## src/rtl/pe_pkg.sv

```systemverilog
package pe_pkg;

    typedef enum logic [1:0] {
        ST_IDLE,
        ST_DECIDE,
        ST_ACTIVE,
        ST_LOCKOUT
    } pe_state_t;

    typedef enum logic [1:0] {
        VERD_PASS,
        VERD_PROT,
        VERD_SUPPLY
    } pe_verdict_t;

endpackage

```

## src/rtl/pe_block_decode.sv

```systemverilog
module pe_block_decode #(
    parameter int ADDR_W   = 18,
    parameter int BLK_BITS = 2,
    localparam int NUM_BLK = 1 << BLK_BITS
) (
    input  logic [ADDR_W-1:0]   addr,
    output logic [NUM_BLK-1:0]  blk_onehot,
    output logic                is_top
);
    localparam int TOP_BLK = NUM_BLK - 1;

    logic [BLK_BITS-1:0] blk_idx;

    // Block index comes from the most significant address bits.
    assign blk_idx = addr[ADDR_W-1 -: BLK_BITS];

    for (genvar g = 0; g < NUM_BLK; g++) begin : g_dec
        assign blk_onehot[g] = (blk_idx == BLK_BITS'(g));
    end

    assign is_top = blk_onehot[TOP_BLK];

endmodule

```

## src/rtl/pe_prot_eval.sv

```systemverilog
module pe_prot_eval
    import pe_pkg::*;
#(
    parameter int NUM_BLK = 4
) (
    input  logic [NUM_BLK-1:0] blk_onehot,
    input  logic               top_pin_n,
    input  logic               main_pin_n,
    input  logic [NUM_BLK-1:0] lock_vec,
    input  logic               vpp_good,
    output pe_verdict_t        verdict
);
    localparam int TOP_BLK = NUM_BLK - 1;

    logic [NUM_BLK-1:0] prot_vec;
    logic               is_prot;

    // Each block is guarded by its own group pin or by its lock bit.
    for (genvar g = 0; g < NUM_BLK; g++) begin : g_prot
        if (g == TOP_BLK) begin : g_top
            assign prot_vec[g] = !top_pin_n || lock_vec[g];
        end else begin : g_main
            assign prot_vec[g] = !main_pin_n || lock_vec[g];
        end
    end

    assign is_prot = |(prot_vec & blk_onehot);

    // Protection refusal wins over supply refusal.
    always_comb begin
        if (is_prot) begin
            verdict = VERD_PROT;
        end else if (!vpp_good) begin
            verdict = VERD_SUPPLY;
        end else begin
            verdict = VERD_PASS;
        end
    end

endmodule

```

## src/rtl/pe_err_flag.sv

```systemverilog
module pe_err_flag (
    input  logic clk,
    input  logic rst_n,
    input  logic set_i,
    input  logic clr_i,
    output logic flag_o
);
    always_ff @(posedge clk or negedge rst_n) begin
        if (!rst_n) begin
            flag_o <= 1'b0;
        end else if (set_i) begin
            flag_o <= 1'b1;
        end else if (clr_i) begin
            flag_o <= 1'b0;
        end
    end

    AST_ERR_STICKY: assert property (@(posedge clk) disable iff (!rst_n)
        (flag_o && !clr_i) |=> flag_o);

endmodule

```

## src/rtl/pe_guard.sv

```systemverilog
module pe_guard
    import pe_pkg::*;
#(
    parameter int ADDR_W   = 18,
    parameter int BLK_BITS = 2,
    localparam int NUM_BLK = 1 << BLK_BITS
) (
    input  logic               clk,
    input  logic               rst_n,
    input  logic               req_valid,
    input  logic [ADDR_W-1:0]  req_addr,
    input  logic               top_lock_n,
    input  logic               main_wp_n,
    input  logic [NUM_BLK-1:0] lock_bits,
    input  logic               vpp_ok,
    input  logic               vcc_ok,
    input  logic               op_done,
    input  logic               clr_status,
    output logic               ready,
    output logic               grant,
    output logic               deny,
    output logic               busy,
    output logic               abort_op,
    output logic [ADDR_W-1:0]  op_addr,
    output logic               supply_err
);

    pe_state_t   state, nxt_state;
    pe_verdict_t verdict;

    logic [NUM_BLK-1:0] dec_onehot;
    logic               dec_is_top;

    // Snapshot taken on the accepting edge.
    logic [NUM_BLK-1:0] snap_onehot;
    logic               snap_is_top;
    logic               snap_top_pin_n;
    logic               snap_main_pin_n;
    logic [NUM_BLK-1:0] snap_lock;
    logic               snap_vpp_ok;

    logic accept;
    logic err_set;

    pe_block_decode #(
        .ADDR_W   (ADDR_W),
        .BLK_BITS (BLK_BITS)
    ) u_dec (
        .addr       (req_addr),
        .blk_onehot (dec_onehot),
        .is_top     (dec_is_top)
    );

    pe_prot_eval #(
        .NUM_BLK (NUM_BLK)
    ) u_eval (
        .blk_onehot (snap_onehot),
        .top_pin_n  (snap_top_pin_n),
        .main_pin_n (snap_main_pin_n),
        .lock_vec   (snap_lock),
        .vpp_good   (snap_vpp_ok),
        .verdict    (verdict)
    );

    assign accept  = (state == ST_IDLE) && vcc_ok && req_valid;
    assign err_set = (state == ST_DECIDE) && vcc_ok && (verdict == VERD_SUPPLY);

    pe_err_flag u_err (
        .clk    (clk),
        .rst_n  (rst_n),
        .set_i  (err_set),
        .clr_i  (clr_status),
        .flag_o (supply_err)
    );

    // State register
    always_ff @(posedge clk or negedge rst_n) begin
        if (!rst_n) begin
            state <= ST_IDLE;
        end else begin
            state <= nxt_state;
        end
    end

    // Next-state logic
    always_comb begin
        nxt_state = state;
        unique case (state)
            ST_IDLE: begin
                if (!vcc_ok) begin
                    nxt_state = ST_LOCKOUT;
                end else if (req_valid) begin
                    nxt_state = ST_DECIDE;
                end
            end
            ST_DECIDE: begin
                if (!vcc_ok) begin
                    nxt_state = ST_LOCKOUT;
                end else if (verdict == VERD_PASS) begin
                    nxt_state = ST_ACTIVE;
                end else begin
                    nxt_state = ST_IDLE;
                end
            end
            ST_ACTIVE: begin
                if (!vcc_ok) begin
                    nxt_state = ST_LOCKOUT;
                end else if (op_done) begin
                    nxt_state = ST_IDLE;
                end
            end
            ST_LOCKOUT: begin
                if (vcc_ok) begin
                    nxt_state = ST_IDLE;
                end
            end
            default: nxt_state = ST_IDLE;
        endcase
    end

    // Snapshot of pins, locks, supply and address
    always_ff @(posedge clk or negedge rst_n) begin
        if (!rst_n) begin
            snap_onehot     <= '0;
            snap_is_top     <= 1'b0;
            snap_top_pin_n  <= 1'b0;
            snap_main_pin_n <= 1'b0;
            snap_lock       <= '1;
            snap_vpp_ok     <= 1'b0;
            op_addr         <= '0;
        end else if (accept) begin
            snap_onehot     <= dec_onehot;
            snap_is_top     <= dec_is_top;
            snap_top_pin_n  <= top_lock_n;
            snap_main_pin_n <= main_wp_n;
            snap_lock       <= lock_bits;
            snap_vpp_ok     <= vpp_ok;
            op_addr         <= req_addr;
        end
    end

    // Output process
    always_ff @(posedge clk or negedge rst_n) begin
        if (!rst_n) begin
            grant    <= 1'b0;
            deny     <= 1'b0;
            abort_op <= 1'b0;
        end else begin
            grant    <= (state == ST_DECIDE) && vcc_ok && (verdict == VERD_PASS);
            deny     <= (state == ST_DECIDE) && vcc_ok && (verdict != VERD_PASS);
            abort_op <= (state == ST_ACTIVE) && !vcc_ok;
        end
    end

    assign ready = (state == ST_IDLE);
    assign busy  = (state == ST_ACTIVE);

    AST_GRANT_DENY_EXCL: assert property (@(posedge clk) disable iff (!rst_n)
        !(grant && deny));
    AST_TOP_PIN_BLOCKS: assert property (@(posedge clk) disable iff (!rst_n)
        grant |-> !(snap_is_top && !snap_top_pin_n));
    AST_MAIN_PIN_BLOCKS: assert property (@(posedge clk) disable iff (!rst_n)
        grant |-> !(!snap_is_top && !snap_main_pin_n));
    AST_ERR_SOURCE: assert property (@(posedge clk) disable iff (!rst_n)
        $rose(supply_err) |-> (deny && !snap_vpp_ok));
    AST_ABORT_CAUSE: assert property (@(posedge clk) disable iff (!rst_n)
        abort_op |-> (!busy && $past(!vcc_ok)));
    AST_BUSY_SUPPLY: assert property (@(posedge clk) disable iff (!rst_n)
        busy |-> $past(vcc_ok));

endmodule

```

## config.mk

```make
export PLATFORM = sky130hd
export DESIGN_NAME = pe_guard
export DESIGN_NICKNAME = d
export VERILOG_FILES = /design/src/rtl/pe_pkg.sv /design/src/rtl/pe_block_decode.sv /design/src/rtl/pe_prot_eval.sv /design/src/rtl/pe_err_flag.sv /design/src/rtl/pe_guard.sv
export SDC_FILE = /design/constraint.sdc
export NUM_CORES = 1
export LEC_CHECK = 0
export ABC_AREA = 0
export CORE_MARGIN = 5
export CORE_UTILIZATION = 40
export CTS_BUF_LIST = sky130_fd_sc_hd__clkbuf_4 sky130_fd_sc_hd__clkbuf_8
export DETAILED_ROUTE_END_ITERATION = 8
export PLACE_DENSITY = 0.75
export SLEW_MARGIN = 5
export SYNTH_ARGS = -nofsm -noshare
export SYNTH_HDL_FRONTEND = slang
export SYNTH_SLANG_ARGS = --single-unit
```

## constraint.sdc

```tcl
create_clock -name clk -period 1.5 [get_ports clk]
set_clock_uncertainty 0.1 [all_clocks]
set_input_delay 0.45 -clock clk [delete_from_list [all_inputs] [get_ports clk]]
set_output_delay 0.45 -clock clk [all_outputs]
set_load 0.05 [all_outputs]
```

==> impl_metrics.py <==
metrics = {
    "clock_tree": {
        "cts_tree": "built",
        "cts_buffers": 5,
        "clkTransAtPathRegs_ns": 0.10,
        "ctsLongestPathBuffers": 2,
        "cts_root_buf": "clkbuf_4",
        "cts_sinks": 35,
        "clock_latency_ns": 0.34,
        "htreeDepth": 2,
    },
    "floorplan": {
        "start_util": 0.4158,
        "io_pins": 55,
        "rows": 21,
        "coreArea_um2": 3337,
        "die-area_um2": 4747,
        "die_h_um": 68.90,
        "die_w_um": 68.90,
    },
    "setup_path": {
        "worstPathCellList": "nand2b_4 > inv_2 > buf_12",
        "cpPeakStageDelay_ns": 0.43,
        "reg2reg_from": "snap_lock[2]$_DFFE_PN1P_",
        "ff2ff_path_depth": 5,
        "crit_path_start": "state[0]$_DFFE_PN0P_",
        "end_kind": "primary output",
        "cp_data_arrival_time_ns": 1.12,
        "crit_fanout": 3,
        "startpoint_type": "flip-flop",
        "critPathRequiredTime_ns": 0.95,
        "crit_type": "flip-flop to primary output",
        "rr_endpoint": "deny$_DFF_PN0_",
        "regToRegSetupSlack_ns": 0.06,
        "crit_end": "busy",
        "critPathSlowestCell": "dfrtp_1",
    },
    "sta": {
        "fin_crit_ns": 1.673,
        "worst_slew_pin_slew_ns": 0.4090,
        "max_freq_mhz": 597.8,
        "rsz0062_at_grt": "true",
        "fin_tns_setup_ns": -0.3292,
        "setup_ws_ns": -0.1727,
        "final_hold_viol_count": 0,
        "setup_viol": 2,
        "period_share": 1.115,
        "max_slew_margin": 0.7273,
        "slew_violations": 0,
    },
    "synthesis": {
        "synth_area_leader_cell": "dfrtp_1",
        "synthTopCellsByArea": "dfrtp_1 56%, nand2_1 22%, dfstp_2 7.6%",
        "seq_area_frac_synth": 0.6348,
        "synthCells": 149,
        "netlist.area_leader.share": 0.5591,
        "synth.distinct_cells": 20,
        "syn_area_um2": 1388,
        "synth.net_count": 180,
        "async_flop_share": 1.000,
        "synth_warnings": 0,
        "syn-mean-instance-area_um2": 9.313,
        "synth_enable_flop_cells": 0,
        "synth-main-ff-cell": "dfrtp_1",
        "ys_ff_latch": 35,
    },
    "power": {
        "switching_share": 0.3550,
        "peakVddDrop_mv": 0.6764,
        "power_frac_comb": 0.416,
        "p_clk_frac": 0.184,
        "p_leak_nw": 1.203,
        "p_sw_mw": 1.161,
        "p_int_mw": 2.109,
        "pwr_density_cell_nw_per_um2": 1324,
        "total_power_mw": 3.270,
        "pwr-share-seq": 0.401,
    },
    "grt": {
        "grt_pass1_vias": 1359,
        "grt_max_degree": 24,
        "grt_pass1_wl_mm": 6.210,
        "grt_overflow": 0,
        "antenna_found_initial": 0,
        "grt_usage": 0.1813,
    },
    "place": {
        "place_ws_ns": -0.2101,
        "dpl.hpwl_mm": 2.858,
        "port_buffers": 54,
        "placed_cells": 253,
        "routabilityCongestion": 0.7674,
    },
    "flow_run": {
        "max_cap_viol_count": 0,
    },
    "route": {
        "dr.pass1.iters": 5,
        "initialDrtViolationCount": 78,
        "vias": 1300,
        "viasPerCell": 4.762,
        "routedWlPerCell_um": 13.92,
        "postRouteAntennaNets": 0,
        "wl_mm": 3.800,
        "drc": 0,
    },
    "layout": {
        "final_nets": 257,
        "finalNonFillerCells": 273,
        "area_delta_synth_final_pct": 78.00,
        "diodes": 0,
        "drive_gt1_frac": 0.2907,
    },
    "status": {
        "failed_checks": "negative setup slack",
        "status": "finished, violations left",
    },
    "worst_hold_path": {
        "hold_path.class": "flip-flop to flip-flop",
    },
}
[cell families (layout without fill, tap and decap cells)]
logic type | count (synthesis) | count (layout) | share of synthesized area
AO/OA/AOI/OAI | 8 | 8 | 0.04689
buffers and inverters | 9 | 87 | 0.03516
flip-flops | 35 | 35 | 0.6348
AND/OR/NAND/NOR | 97 | 97 | 0.2831
[cells in the final DEF (no fill, tap or decap)]
| cell | n |
|---|---|
| buf_6 | 1 |
| nand3_2 | 1 |
| inv_1 | 2 |
| buf_12 | 25 |
| buf_2 | 1 |
| dfstp_2 | 4 |
| nand3b_1 | 3 |
| dlygate4sd3_1 | 1 |
| nor2_4 | 1 |
| nand2_1 | 82 |
| nor2b_1 | 1 |
| o2111ai_2 | 1 |
| dfrtp_2 | 1 |
| nor2_1 | 4 |
| clkdlybuf4s50_1 | 29 |
| o21ai_0 | 3 |
| nand2b_4 | 1 |
| clkbuf_4 | 6 |
| dfrtp_1 | 30 |
| clkbuf_8 | 2 |
| o2111ai_1 | 1 |
| o221ai_2 | 1 |
| a222oi_1 | 1 |
| inv_2 | 1 |
| nand3_1 | 1 |
| buf_4 | 19 |
| nand2b_1 | 2 |
| o31ai_1 | 1 |
| and3_4 | 1 |
[Yosys cell counts, types with 2 or more instances]
cell type	n
nor2_1	4
o2111ai_1	2
buf_2	3
o21ai_0	3
dfrtp_1	31
inv_1	3
nand2b_1	3
dfstp_2	4
nand2_1	82
nand3_1	2
nand3b_1	3
[power by group through the flow]
stage | combinational [mW] | clock, mW | sequential [mW]
2_1_floorplan | 0.203 | 0 | 1.65
3_3_place_gp | 1.25 | 0 | 1.32
3_5_place_dp | 1.28 | 0 | 1.33
4_1_cts | 1.31 | 0.614 | 1.31
5_1_grt | 1.43 | 0.675 | 1.33
6_report | 1.36 | 0.600 | 1.31
[how the worst min path moves through the flow]
stage                             startpoint                  endpoint  slack, ns  cells after the start
global placement                       rst_n  u_err.flag_o$_DFFE_PN0P_       0.30                      1
global route        snap_lock[0]$_DFFE_PN1P_  snap_lock[0]$_DFFE_PN1P_       0.39                      2
finish              snap_lock[3]$_DFFE_PN1P_  snap_lock[3]$_DFFE_PN1P_       0.38                      2
floorplan                              rst_n        abort_op$_DFF_PN0_       0.05                      0
detailed placement                     rst_n  u_err.flag_o$_DFFE_PN0P_       0.30                      1
CTS                 snap_lock[3]$_DFFE_PN1P_  snap_lock[3]$_DFFE_PN1P_       0.38                      2
[flip-flops by register name (all words and copies together) (netlist names)]
signal           count
op_addr             18
snap_lock            4
snap_onehot          4
state                2
abort_op             1
deny                 1
grant                1
snap_main_pin_n      1
snap_top_pin_n       1
snap_vpp_ok          1
u_err.flag_o         1
[layer usage]
metal | vias up | wire length [um] | global-route usage
met4 | 0 | 54 | 0.06326
met3 | 5 | 252 | 0.06483
met1 | 636 | 1414 | 0.1948
met2 | 37 | 2079 | 0.3262
li1 | 622 | - | -
met5 | - | 0 | 0
[repair_timing]
action	in CTS	in global routing
hold buffers	1	0
gates resized for setup	3	3
pin swaps	2	1
setup endpoints to repair	3	38
setup buffers	5	6
hold endpoints to repair	13	0
[metrics by stage]
| step | hold WS [ns] | util | instance area (um^2) |
|---|---|---|---|
| global route | 0.3907 | 0.7402 | 2470 |
| global placement | 0.2950 | 0.6835 | 2281 |
| finish | 0.3754 | 0.7402 | 2470 |
| floorplan | 0.05441 | - | 1406 |
| CTS | 0.3769 | 0.7222 | 2410 |
| detailed placement | 0.3044 | 0.6835 | 2281 |
[area by class of cell]
| cell class | instances | area [um^2] |
|---|---|---|
| clock buffers | 8 | 72.57 |
| fillers | 225 | 867.1 |
| inverters | 3 | 11.26 |
| multi-input cells | 105 | 486.7 |
| flip-flops and latches | 35 | 882.1 |
| well taps | 46 | 57.56 |
| repair buffers | 76 | 959.7 |
[worst max-delay path, delay by kind of cell (launching register included)]
kind                   cells  cell delay, ns
AND/OR/NAND/NOR            1            0.16
buffers and inverters      2            0.19
flip-flops                 1            0.43
No activity file was read; power rests on OpenSTA's default activity.
